<file path="config.mk">
export PLATFORM = sky130hd
export DESIGN_NAME = mdu_hilo
export DESIGN_NICKNAME = d
export VERILOG_FILES = /design/src/rtl/mdu_pkg.sv /design/src/rtl/mdu_mult.sv /design/src/rtl/mdu_div.sv /design/src/rtl/mdu_hilo.sv
export SDC_FILE = /design/constraint.sdc
export NUM_CORES = 2
export LEC_CHECK = 0
export CAP_MARGIN = 20
export CORE_ASPECT_RATIO = 1.1
export CORE_MARGIN = 4
export CORE_UTILIZATION = 45
export DETAILED_ROUTE_END_ITERATION = 6
export PLACE_DENSITY = 0.71
export SLEW_MARGIN = 20
export SYNTH_ARGS = -nofsm -noshare
export SYNTH_HDL_FRONTEND = slang
export SYNTH_SLANG_ARGS = --single-unit
export TNS_END_PERCENT = 5
</file>
<file path="constraint.sdc">
create_clock -name clk -period 5.8 [get_ports clk]
set_clock_uncertainty 0.1 [all_clocks]
set_input_delay 1.74 -clock clk [delete_from_list [all_inputs] [get_ports clk]]
set_output_delay 1.74 -clock clk [all_outputs]
set_load 0.05 [all_outputs]
</file>
<file path="src/rtl/mdu_pkg.sv">
package mdu_pkg;
  typedef enum logic [5:0] {
    FN_RD_HI  = 6'h10,
    FN_WR_HI  = 6'h11,
    FN_RD_LO  = 6'h12,
    FN_WR_LO  = 6'h13,
    FN_MUL_S  = 6'h18,
    FN_MUL_U  = 6'h19,
    FN_DIV_S  = 6'h1A,
    FN_DIV_U  = 6'h1B
  } mdu_fn_e;
endpackage

</file>
<file path="src/rtl/mdu_mult.sv">
module mdu_mult #(
  parameter int W = 32
) (
  input  logic [W-1:0]   a,
  input  logic [W-1:0]   b,
  input  logic           sgn,
  output logic [2*W-1:0] prod
);
  localparam int PW = 2 * W;

  function automatic logic [PW-1:0] widen(input logic [W-1:0] v, input logic s);
    return {{W{s & v[W-1]}}, v};
  endfunction

  function automatic logic [PW-1:0] full_product(input logic [W-1:0] x,
                                                 input logic [W-1:0] y,
                                                 input logic s);
    logic [PW-1:0] ex, ey;
    ex = widen(x, s);
    ey = widen(y, s);
    return ex * ey;
  endfunction

  assign prod = full_product(a, b, sgn);
endmodule

</file>
<file path="src/rtl/mdu_div.sv">
module mdu_div #(
  parameter int W = 32
) (
  input  logic         clk,
  input  logic         rst_n,
  input  logic         go,
  input  logic         sgn,
  input  logic [W-1:0] dividend,
  input  logic [W-1:0] divisor,
  output logic         busy,
  output logic         done,
  output logic [W-1:0] quo,
  output logic [W-1:0] rem
);
  localparam int CW = $clog2(W + 1);

  function automatic logic [W-1:0] magnitude(input logic [W-1:0] v, input logic s);
    return (s && v[W-1]) ? (~v + 1'b1) : v;
  endfunction

  // one restoring step: returns {partial remainder, shifted quotient}
  function automatic logic [2*W-1:0] div_step(input logic [W-1:0] r,
                                              input logic [W-1:0] q,
                                              input logic [W-1:0] d);
    logic [W:0] sh, diff;
    sh   = {r, q[W-1]};
    diff = sh - {1'b0, d};
    if (!diff[W]) return {diff[W-1:0], q[W-2:0], 1'b1};
    else          return {sh[W-1:0],   q[W-2:0], 1'b0};
  endfunction

  logic [CW-1:0] cnt;
  logic [W-1:0]  part_r, work_q, mag_d, raw_a, raw_b;
  logic          neg_q, neg_r, by_zero;
  logic [2*W-1:0] nxt;
  logic [W-1:0]  step_q, step_r;

  assign busy   = (cnt != '0);
  assign done   = busy && (cnt == CW'(1));
  assign nxt    = div_step(part_r, work_q, mag_d);
  assign step_r = nxt[2*W-1:W];
  assign step_q = nxt[W-1:0];

  always_ff @(posedge clk or negedge rst_n) begin
    if (!rst_n) begin
      cnt     <= '0;
      part_r  <= '0;
      work_q  <= '0;
      mag_d   <= '0;
      raw_a   <= '0;
      raw_b   <= '0;
      neg_q   <= 1'b0;
      neg_r   <= 1'b0;
      by_zero <= 1'b0;
    end else if (go && !busy) begin
      cnt     <= CW'(W);
      part_r  <= '0;
      work_q  <= magnitude(dividend, sgn);
      mag_d   <= magnitude(divisor, sgn);
      raw_a   <= dividend;
      raw_b   <= divisor;
      neg_q   <= sgn && (dividend[W-1] ^ divisor[W-1]);
      neg_r   <= sgn && dividend[W-1];
      by_zero <= (divisor == '0);
    end else if (busy) begin
      cnt    <= cnt - CW'(1);
      part_r <= step_r;
      work_q <= step_q;
    end
  end

  always_comb begin
    if (by_zero) begin
      quo = '1;
      rem = raw_a;
    end else begin
      quo = neg_q ? (~step_q + 1'b1) : step_q;
      rem = neg_r ? (~step_r + 1'b1) : step_r;
    end
  end

  // quotient*divisor + remainder reproduces the dividend
  assert_div_identity_R4: assert property (@(posedge clk) disable iff (!rst_n)
    (done && raw_b != '0) |-> (W'(quo * raw_b) + rem) == raw_a);

  // busy only ends through the final step
  assert_busy_end_R7: assert property (@(posedge clk) disable iff (!rst_n)
    $fell(busy) |-> $past(done));

  // an accepted start raises busy on the next cycle
  assert_busy_rise_R7: assert property (@(posedge clk) disable iff (!rst_n)
    (go && !busy) |=> busy);
endmodule

</file>
<file path="src/rtl/mdu_hilo.sv">
module mdu_hilo
  import mdu_pkg::*;
#(
  parameter int W = 32
) (
  input  logic         clk,
  input  logic         rst_n,
  input  logic         start,
  input  logic [5:0]   func,
  input  logic [31:0]  op_a,
  input  logic [31:0]  op_b,
  output logic         busy,
  output logic [31:0]  rd_data,
  output logic         rd_valid
);
  logic [W-1:0]   hi_q, lo_q;
  logic           accept, is_mul, is_div, is_rd, mul_sgn, div_sgn;
  logic [2*W-1:0] prod;
  logic           div_done;
  logic [W-1:0]   div_q, div_r;

  assign accept  = start && !busy;
  assign is_mul  = (func == FN_MUL_S) || (func == FN_MUL_U);
  assign is_div  = (func == FN_DIV_S) || (func == FN_DIV_U);
  assign is_rd   = (func == FN_RD_HI) || (func == FN_RD_LO);
  assign mul_sgn = (func == FN_MUL_S);
  assign div_sgn = (func == FN_DIV_S);

  mdu_mult #(.W(W)) u_mult (
    .a(op_a), .b(op_b), .sgn(mul_sgn), .prod(prod)
  );

  mdu_div #(.W(W)) u_div (
    .clk(clk), .rst_n(rst_n), .go(accept && is_div), .sgn(div_sgn),
    .dividend(op_a), .divisor(op_b), .busy(busy), .done(div_done),
    .quo(div_q), .rem(div_r)
  );

  always_ff @(posedge clk or negedge rst_n) begin
    if (!rst_n) begin
      hi_q <= '0;
      lo_q <= '0;
    end else if (div_done) begin
      hi_q <= div_r;
      lo_q <= div_q;
    end else if (accept) begin
      if (is_mul) begin
        hi_q <= prod[2*W-1:W];
        lo_q <= prod[W-1:0];
      end else if (func == FN_WR_HI) begin
        hi_q <= op_a;
      end else if (func == FN_WR_LO) begin
        lo_q <= op_a;
      end
    end
  end

  assign rd_data  = (func == FN_RD_HI) ? hi_q : lo_q;
  assign rd_valid = accept && is_rd;

  // low word of any accepted multiply equals the truncated operand product
  assert_mul_low_R3: assert property (@(posedge clk) disable iff (!rst_n)
    (accept && is_mul) |=> lo_q == W'($past(op_a) * $past(op_b)));

  // registers frozen during a divide until its final step
  assert_hold_busy_R9: assert property (@(posedge clk) disable iff (!rst_n)
    (busy && !div_done) |=> ($stable(hi_q) && $stable(lo_q)));

  // no read is granted while busy
  assert_read_stall_R9: assert property (@(posedge clk) disable iff (!rst_n)
    busy |-> !rd_valid);

  // write-high leaves low untouched
  assert_write_hi_R10: assert property (@(posedge clk) disable iff (!rst_n)
    (accept && func == FN_WR_HI) |=> (hi_q == $past(op_a) && $stable(lo_q)));
endmodule

</file>
==> Word-level counts from Yosys, hierarchy flattened <==
Index checks and enable logic that the tools add are counted.
Widths: inputs -> output; s select.
{ "op_classes": {"addsub": 6, "mul": 1, "n_mux": 23, "bitwise_logic": 7, "n_reduce_logical": 20, "eq_ne": 10} }
{ "op_table": {"columns": ["op", "n"], "rows": [
  ["$mux 32", 20],
  ["$add 32x1->32 const B", 4],
  ["$not 32->32", 4],
  ["$mul 33x33->64", 1],
  ["$mux 64", 1],
  ["$eq 6x5->1 const B", 8],
  ["$sub 33x32->33", 1],
  ["$logic_not 32->1", 1],
  ["$mux 6", 2],
  ["$logic_and 1x1->1", 8],
  ["$eq 6x1->1 const B", 1],
  ["$reduce_bool 3->1", 2],
  ["$reduce_bool 6->1", 1],
  ["$sub 6x1->6 const B", 1],
  ["$reduce_bool 2->1", 2],
  ["$logic_or 1x1->1", 3],
  ["$ne 3x3->1 const B", 1],
  ["$reduce_and 3->1", 1],
  ["$and 1x1->1", 2],
  ["$reduce_and 2->1", 1],
  ["$logic_not 1->1", 1],
  ["$xor 1x1->1", 1]
]} }
{ "word_totals": {"regBits": 201, "out_inout_bits": 34, "word_cells": 77, "in_bits": 73} }

==> Logic depth before layout (Yosys ltp) <==
{ "logic_depth": {"ltp_word": 7, "depth_mapped": 37, "mapped_depth_nobuf": 33} }

==> Cells and area by module <==
A second synthesis with hierarchy kept.
{ "unflattened": {"cells_unflattened": 6035, "area_unflattened_um2": 53406.2} }
{ "by_module_without_submodules": {"columns": ["module", "n_inst", "cells_per_inst", "area_per_inst_um2", "seq_area_each_um2"], "rows": [
  ["mdu_mult", 1, 4137, 37713.7, 0.0],
  ["mdu_div", 1, 1481, 11677.4, 3428.3],
  ["mdu_hilo", 1, 417, 4015.1, 1601.5]
]} }

==> Least setup slack after synthesis <==
OpenSTA, ideal clock, no wires.
{ "synth_path": {"path_kind": "in2reg", "start": "input port func[4]", "end": "register hi_q[28]", "t_required_ps": 5601, "path_buffers": 4, "cell_stages": 33, "path_slack_ps": -4709, "setup_time_ps": 99, "arrival_time_ps": 10310, "path_cell_list": "nor2b_1 nand2b_1 or2_2 clkbuf_1 nor2_1 clkbuf_1 and2_1 clkbuf_1 nand2_1 inv_1 fa_1 fa_1 fa_1 inv_1 fa_1 fa_1 fa_1 fa_1 fa_1 inv_1 ha_1 clkbuf_1 a21o_1 a21o_1 a21oi_1 o21a_1 nor2b_1 a221oi_1 a211oi_1 o31ai_1 xor2_1 nand2_1 a311oi_1"} }
{ "synth_via": {"elab_chain_cells": 6, "elab_cells_between_ends": 12, "classes_between": "mul: 1; eq/ne: 3; mux: 3; bitwise: 2; reduce/logical: 3"} }
{ "synth_lines": {"columns": ["item", "line_no", "text"], "rows": [
  ["start: declaration", "mdu_hilo.sv:9", "input logic [5:0] func,"],
  ["$eq 6x5->1", "mdu_hilo.sv:23, mdu_hilo.sv:26", null],
  ["$and 1x1->1", "mdu_mult.sv:12", "return {{W{s & v[W-1]}}, v};"],
  ["$mul 33x33->64", "mdu_mult.sv:21", "return ex * ey;"],
  ["$mux 32", "mdu_hilo.sv:47", "if (is_mul) begin"],
  ["$mux 32", "mdu_hilo.sv:46", "end else if (accept) begin"],
  ["$mux 32", "mdu_hilo.sv:43", "end else if (div_done) begin"],
  ["end signal: assignment", "mdu_hilo.sv:44", "hi_q <= div_r;"],
  ["end signal: assignment", "mdu_hilo.sv:48", "hi_q <= prod[2*W-1:W];"],
  ["end signal: assignment", "mdu_hilo.sv:51", "hi_q <= op_a;"],
  ["end: declaration", "mdu_hilo.sv:16", "logic [W-1:0] hi_q, lo_q;"]
]} }
Several ways; a longest one is shown, not always the timed one. The select of a mux whose other input is x is not followed.
A chain may end at the register's enable or synchronous reset.

==> Final worst setup path <==
{ "layout_path": {"start": "input port func[4]", "end": "output port rd_data[6]"} }
{ "layout_via": {"elab_chain_cells": 2} }
{ "layout_lines": {"columns": ["item", "line_no", "text"], "rows": [
  ["$eq 6x5->1", "mdu_hilo.sv:58", "assign rd_data = (func == FN_RD_HI) ? hi_q : lo_q;"],
  ["$mux 32", "mdu_hilo.sv:58", null],
  ["end: declaration", "mdu_hilo.sv:13", "output logic [31:0] rd_data,"]
]} }
Every way passes these cells.

==> reports/qor.csv <==
stage,metric,value,unit
global_routing,antenna_found_initial,20,
yosys,ys_seq_area_share,9.548,%
sta,fmax,104.9,MHz
sta,worst_slew_pin_slew,1.258,ns
global_routing,grt_usage,29.02,%
die,die_height,366.8,µm
critical_path,crit_path_start,func[4],
placement,globalplace.congestion,0.9604,
cells_and_area,drive_above_1_share,17.14,%
yosys,syn-cell-area,52680,µm²
cells_and_area,multi_input_area,42810,µm²
yosys,synth-async-reset-ratio,100.0,%
sta,hold_violations,0,
clock_network,clockRootBuffer,clkbuf_16,
critical_path,worstReg2RegEnd,hi_q[28],
hold_path,worstHoldPathType,register to register,
critical_path,crit_top_cell,buf_4,
job,timing.max_cap.violations,0,
global_routing,grt-ovfl-total,0,
critical_path,crit_path_end,rd_data[6],
sta,finalSetupTns,-347.93,ns
clock_network,hold_buffers,0,
route,routed_wl,177.1,mm
global_routing,grt_pass1_vias,48230,
sta,relSlewSlack,16.01,%
yosys,avgSynthCellArea,8.670,µm²
clock_network,clock_latency,0.54,ns
route,ant_nets,0,
critical_path,cp-end-kind,primary output,
cells_and_area,final_cell_mix,"1,178 x inv_1, 1,104 x fa_1, 1,061 x nand2_1",
critical_path,r2r_slack,-0.02,ns
route,avgViaCountPerCell,5.548,
placement,place_area,60090,µm²
sta,setup_violations,148,
critical_path,path_max_fanout,32,
yosys,yosys_most_used_dff,dfrtp_1,
critical_path,crit_arrival,7.69,ns
yosys,synth-xor-area-share,3.142,%
yosys,synth_seq_cells,201,
sta,rsz0062_at_grt,yes,
run_status,failed_checks,negative setup slack,
cells_and_area,syn_to_final_growth,19.04,%
critical_path,start_kind,primary input,
route,drcViolationCount,0,
die,core_area,116000,µm²
critical_path,r2r_cells,21,
route,drt-wirelength-per-cell,21.90,µm
clock_network,path_clk_slew,0.06,ns
critical_path,r2r_start,u_div.work_q[31],
cells_and_area,final_common_cell,inv_1,
cells_and_area,fin_nets,7979,
yosys,synth_mux_area_share,1.613,%
die,design.die.area,122600,µm²
clock_network,htree_levels,1,
placement,io_buffers,106,
yosys,synthSimpleGateAreaFrac,15.53,%
placement,dp_hpwl,145.6,mm
clock_network,cts_buffers,22,
cells_and_area,final_util,54.04,%
clock_network,cts_num_sinks,201,
critical_path,crit_slowest_cell,or4_4,
die,pin_count,107,
route,drt_iter0_markers,4048,
clock_network,cts_tree,yes,
critical_path,worst_path_largest_cell_delay,0.43,ns
global_routing,grt_pass1_wl,276.5,mm
yosys,syn_nets,7526,
die,initial_core_util,45.39,%
route,firstDrtPassIters,6,
yosys,synth_compound_area_share,9.950,%
global_routing,grt_max_degree,111,
sta,slew_violations,0,
run_status,outcome,"complete, but fails checks",
die,die_w,334.2,µm
sta,period_minus_slack,9.531,ns
sta,whs,0.3756,ns
yosys,synth_fa_ha_area_share,48.75,%
die,fp-row-count,131,
cells_and_area,register_area,5030,µm²
critical_path,worst-setup-path-type,primary input to primary output,
yosys,synth_warnings,0,
yosys,syn_inst,6076,
cells_and_area,fin_area,62710,µm²
sta,timing.final.ws_setup,-3.731,ns
yosys,synth_top_family_by_area,adder cells,
route,vias,44870,
critical_path,critPathRequiredTime,3.96,ns
cells_and_area,num-fill-cells,10280,
clock_network,clock_tree.buffer_depth,3,
yosys,synth-edff-count,0,
yosys,ys_types,87,
sta,period_share,164.3,%
## routing by layer
| layer | up-vias | global-route usage [%] | wire length [µm] |
|---|---|---|---|
| met1 | 22540 | 36.66 | 65540 |
| met2 | 2305 | 46.90 | 81040 |
| met5 | - | 0 | 72 |
| met4 | 10 | 15.85 | 12300 |
| met3 | 545 | 5.960 | 18140 |
| li1 | 19470 | - | - |
## critical path, delay by kind of cell
family	cells	cell delay, ns
buf+inv	39	4.80
mux	1	0.41
simple gates	3	0.67
## worst min path at each step
stage	start	to	cells after the start
finish	lo_q[1]	lo_q[1]	1
CTS	lo_q[1]	lo_q[1]	1
detailed placement	lo_q[1]	lo_q[1]	1
global route	lo_q[1]	lo_q[1]	1
floorplan	u_div.raw_a[29]	u_div.raw_a[29]	2
global placement	lo_q[0]	lo_q[0]	1
## sequential cells by signal, indices dropped and copies added (netlist names)
signal and count:
lo_q 32, hi_q 32, u_div.part_r 32, u_div.by_zero 1, u_div.raw_a 32, u_div.neg_q 1, u_div.neg_r 1, u_div.work_q 32
u_div.mag_d 32, u_div.cnt 6
## stage by stage
stage               instances  setup slack (ns)
global placement         7961            -4.620
finish                   8087            -3.731
global route             8075            -3.861
detailed placement       7961            -4.705
CTS                      8060            -3.495
floorplan                6076            -4.019
## final cells by class
cell class                 instances  share of cell area, %
clock buffer                      31                 0.9957
clock inverter                     9                 0.1796
timing repair buffer             818                  12.16
tap                             1529                  3.051
multi-input combinational       4275                  68.28
antenna                           13                0.05188
sequential                       201                  8.021
inverter                        1211                  7.265
## synthesized netlist by cell type, types with 32 or more instances
| master | instances | area share (%) |
|---|---|---|
| a21o_1 | 58 | 0.83 |
| a21oi_1 | 232 | 2.2 |
| a31oi_1 | 39 | 0.46 |
| and2_1 | 300 | 3.6 |
| and3_1 | 32 | 0.38 |
| buf_1 | 60 | 0.43 |
| clkbuf_1 | 316 | 2.3 |
| dfrtp_1 | 201 | 9.5 |
| fa_1 | 1126 | 43 |
| ha_1 | 251 | 6.0 |
| inv_1 | 1209 | 8.6 |
| mux2_2 | 38 | 0.81 |
| mux2i_1 | 41 | 0.78 |
| nand2_1 | 1077 | 7.7 |
| nand3_1 | 48 | 0.46 |
| nor2_1 | 165 | 1.2 |
| nor3_1 | 45 | 0.43 |
| o211ai_1 | 54 | 0.77 |
| o21ai_0 | 202 | 1.9 |
| o31ai_1 | 35 | 0.50 |
| xnor2_1 | 128 | 2.1 |
| xor2_1 | 61 | 1.0 |
## what timing repair did
item | 4_1_cts | 5_1_grt
pin swaps | 132 | 99
setup endpoints to repair | 58 | 148
setup buffers | 58 | 13
gates resized for setup | 247 | 122
gates cloned | 1 | 1
## cell families after synthesis
| group | after synthesis |
|---|---|
| xor+xnor | 189 |
| mux | 80 |
| fa+ha+maj | 1377 |
| flops | 201 |
| compound gates | 823 |
| buf+inv | 1600 |
| simple gates | 1806 |
Power is not shown: default switching activity piles up to over one toggle a cycle in this logic, so the estimate is an artifact.
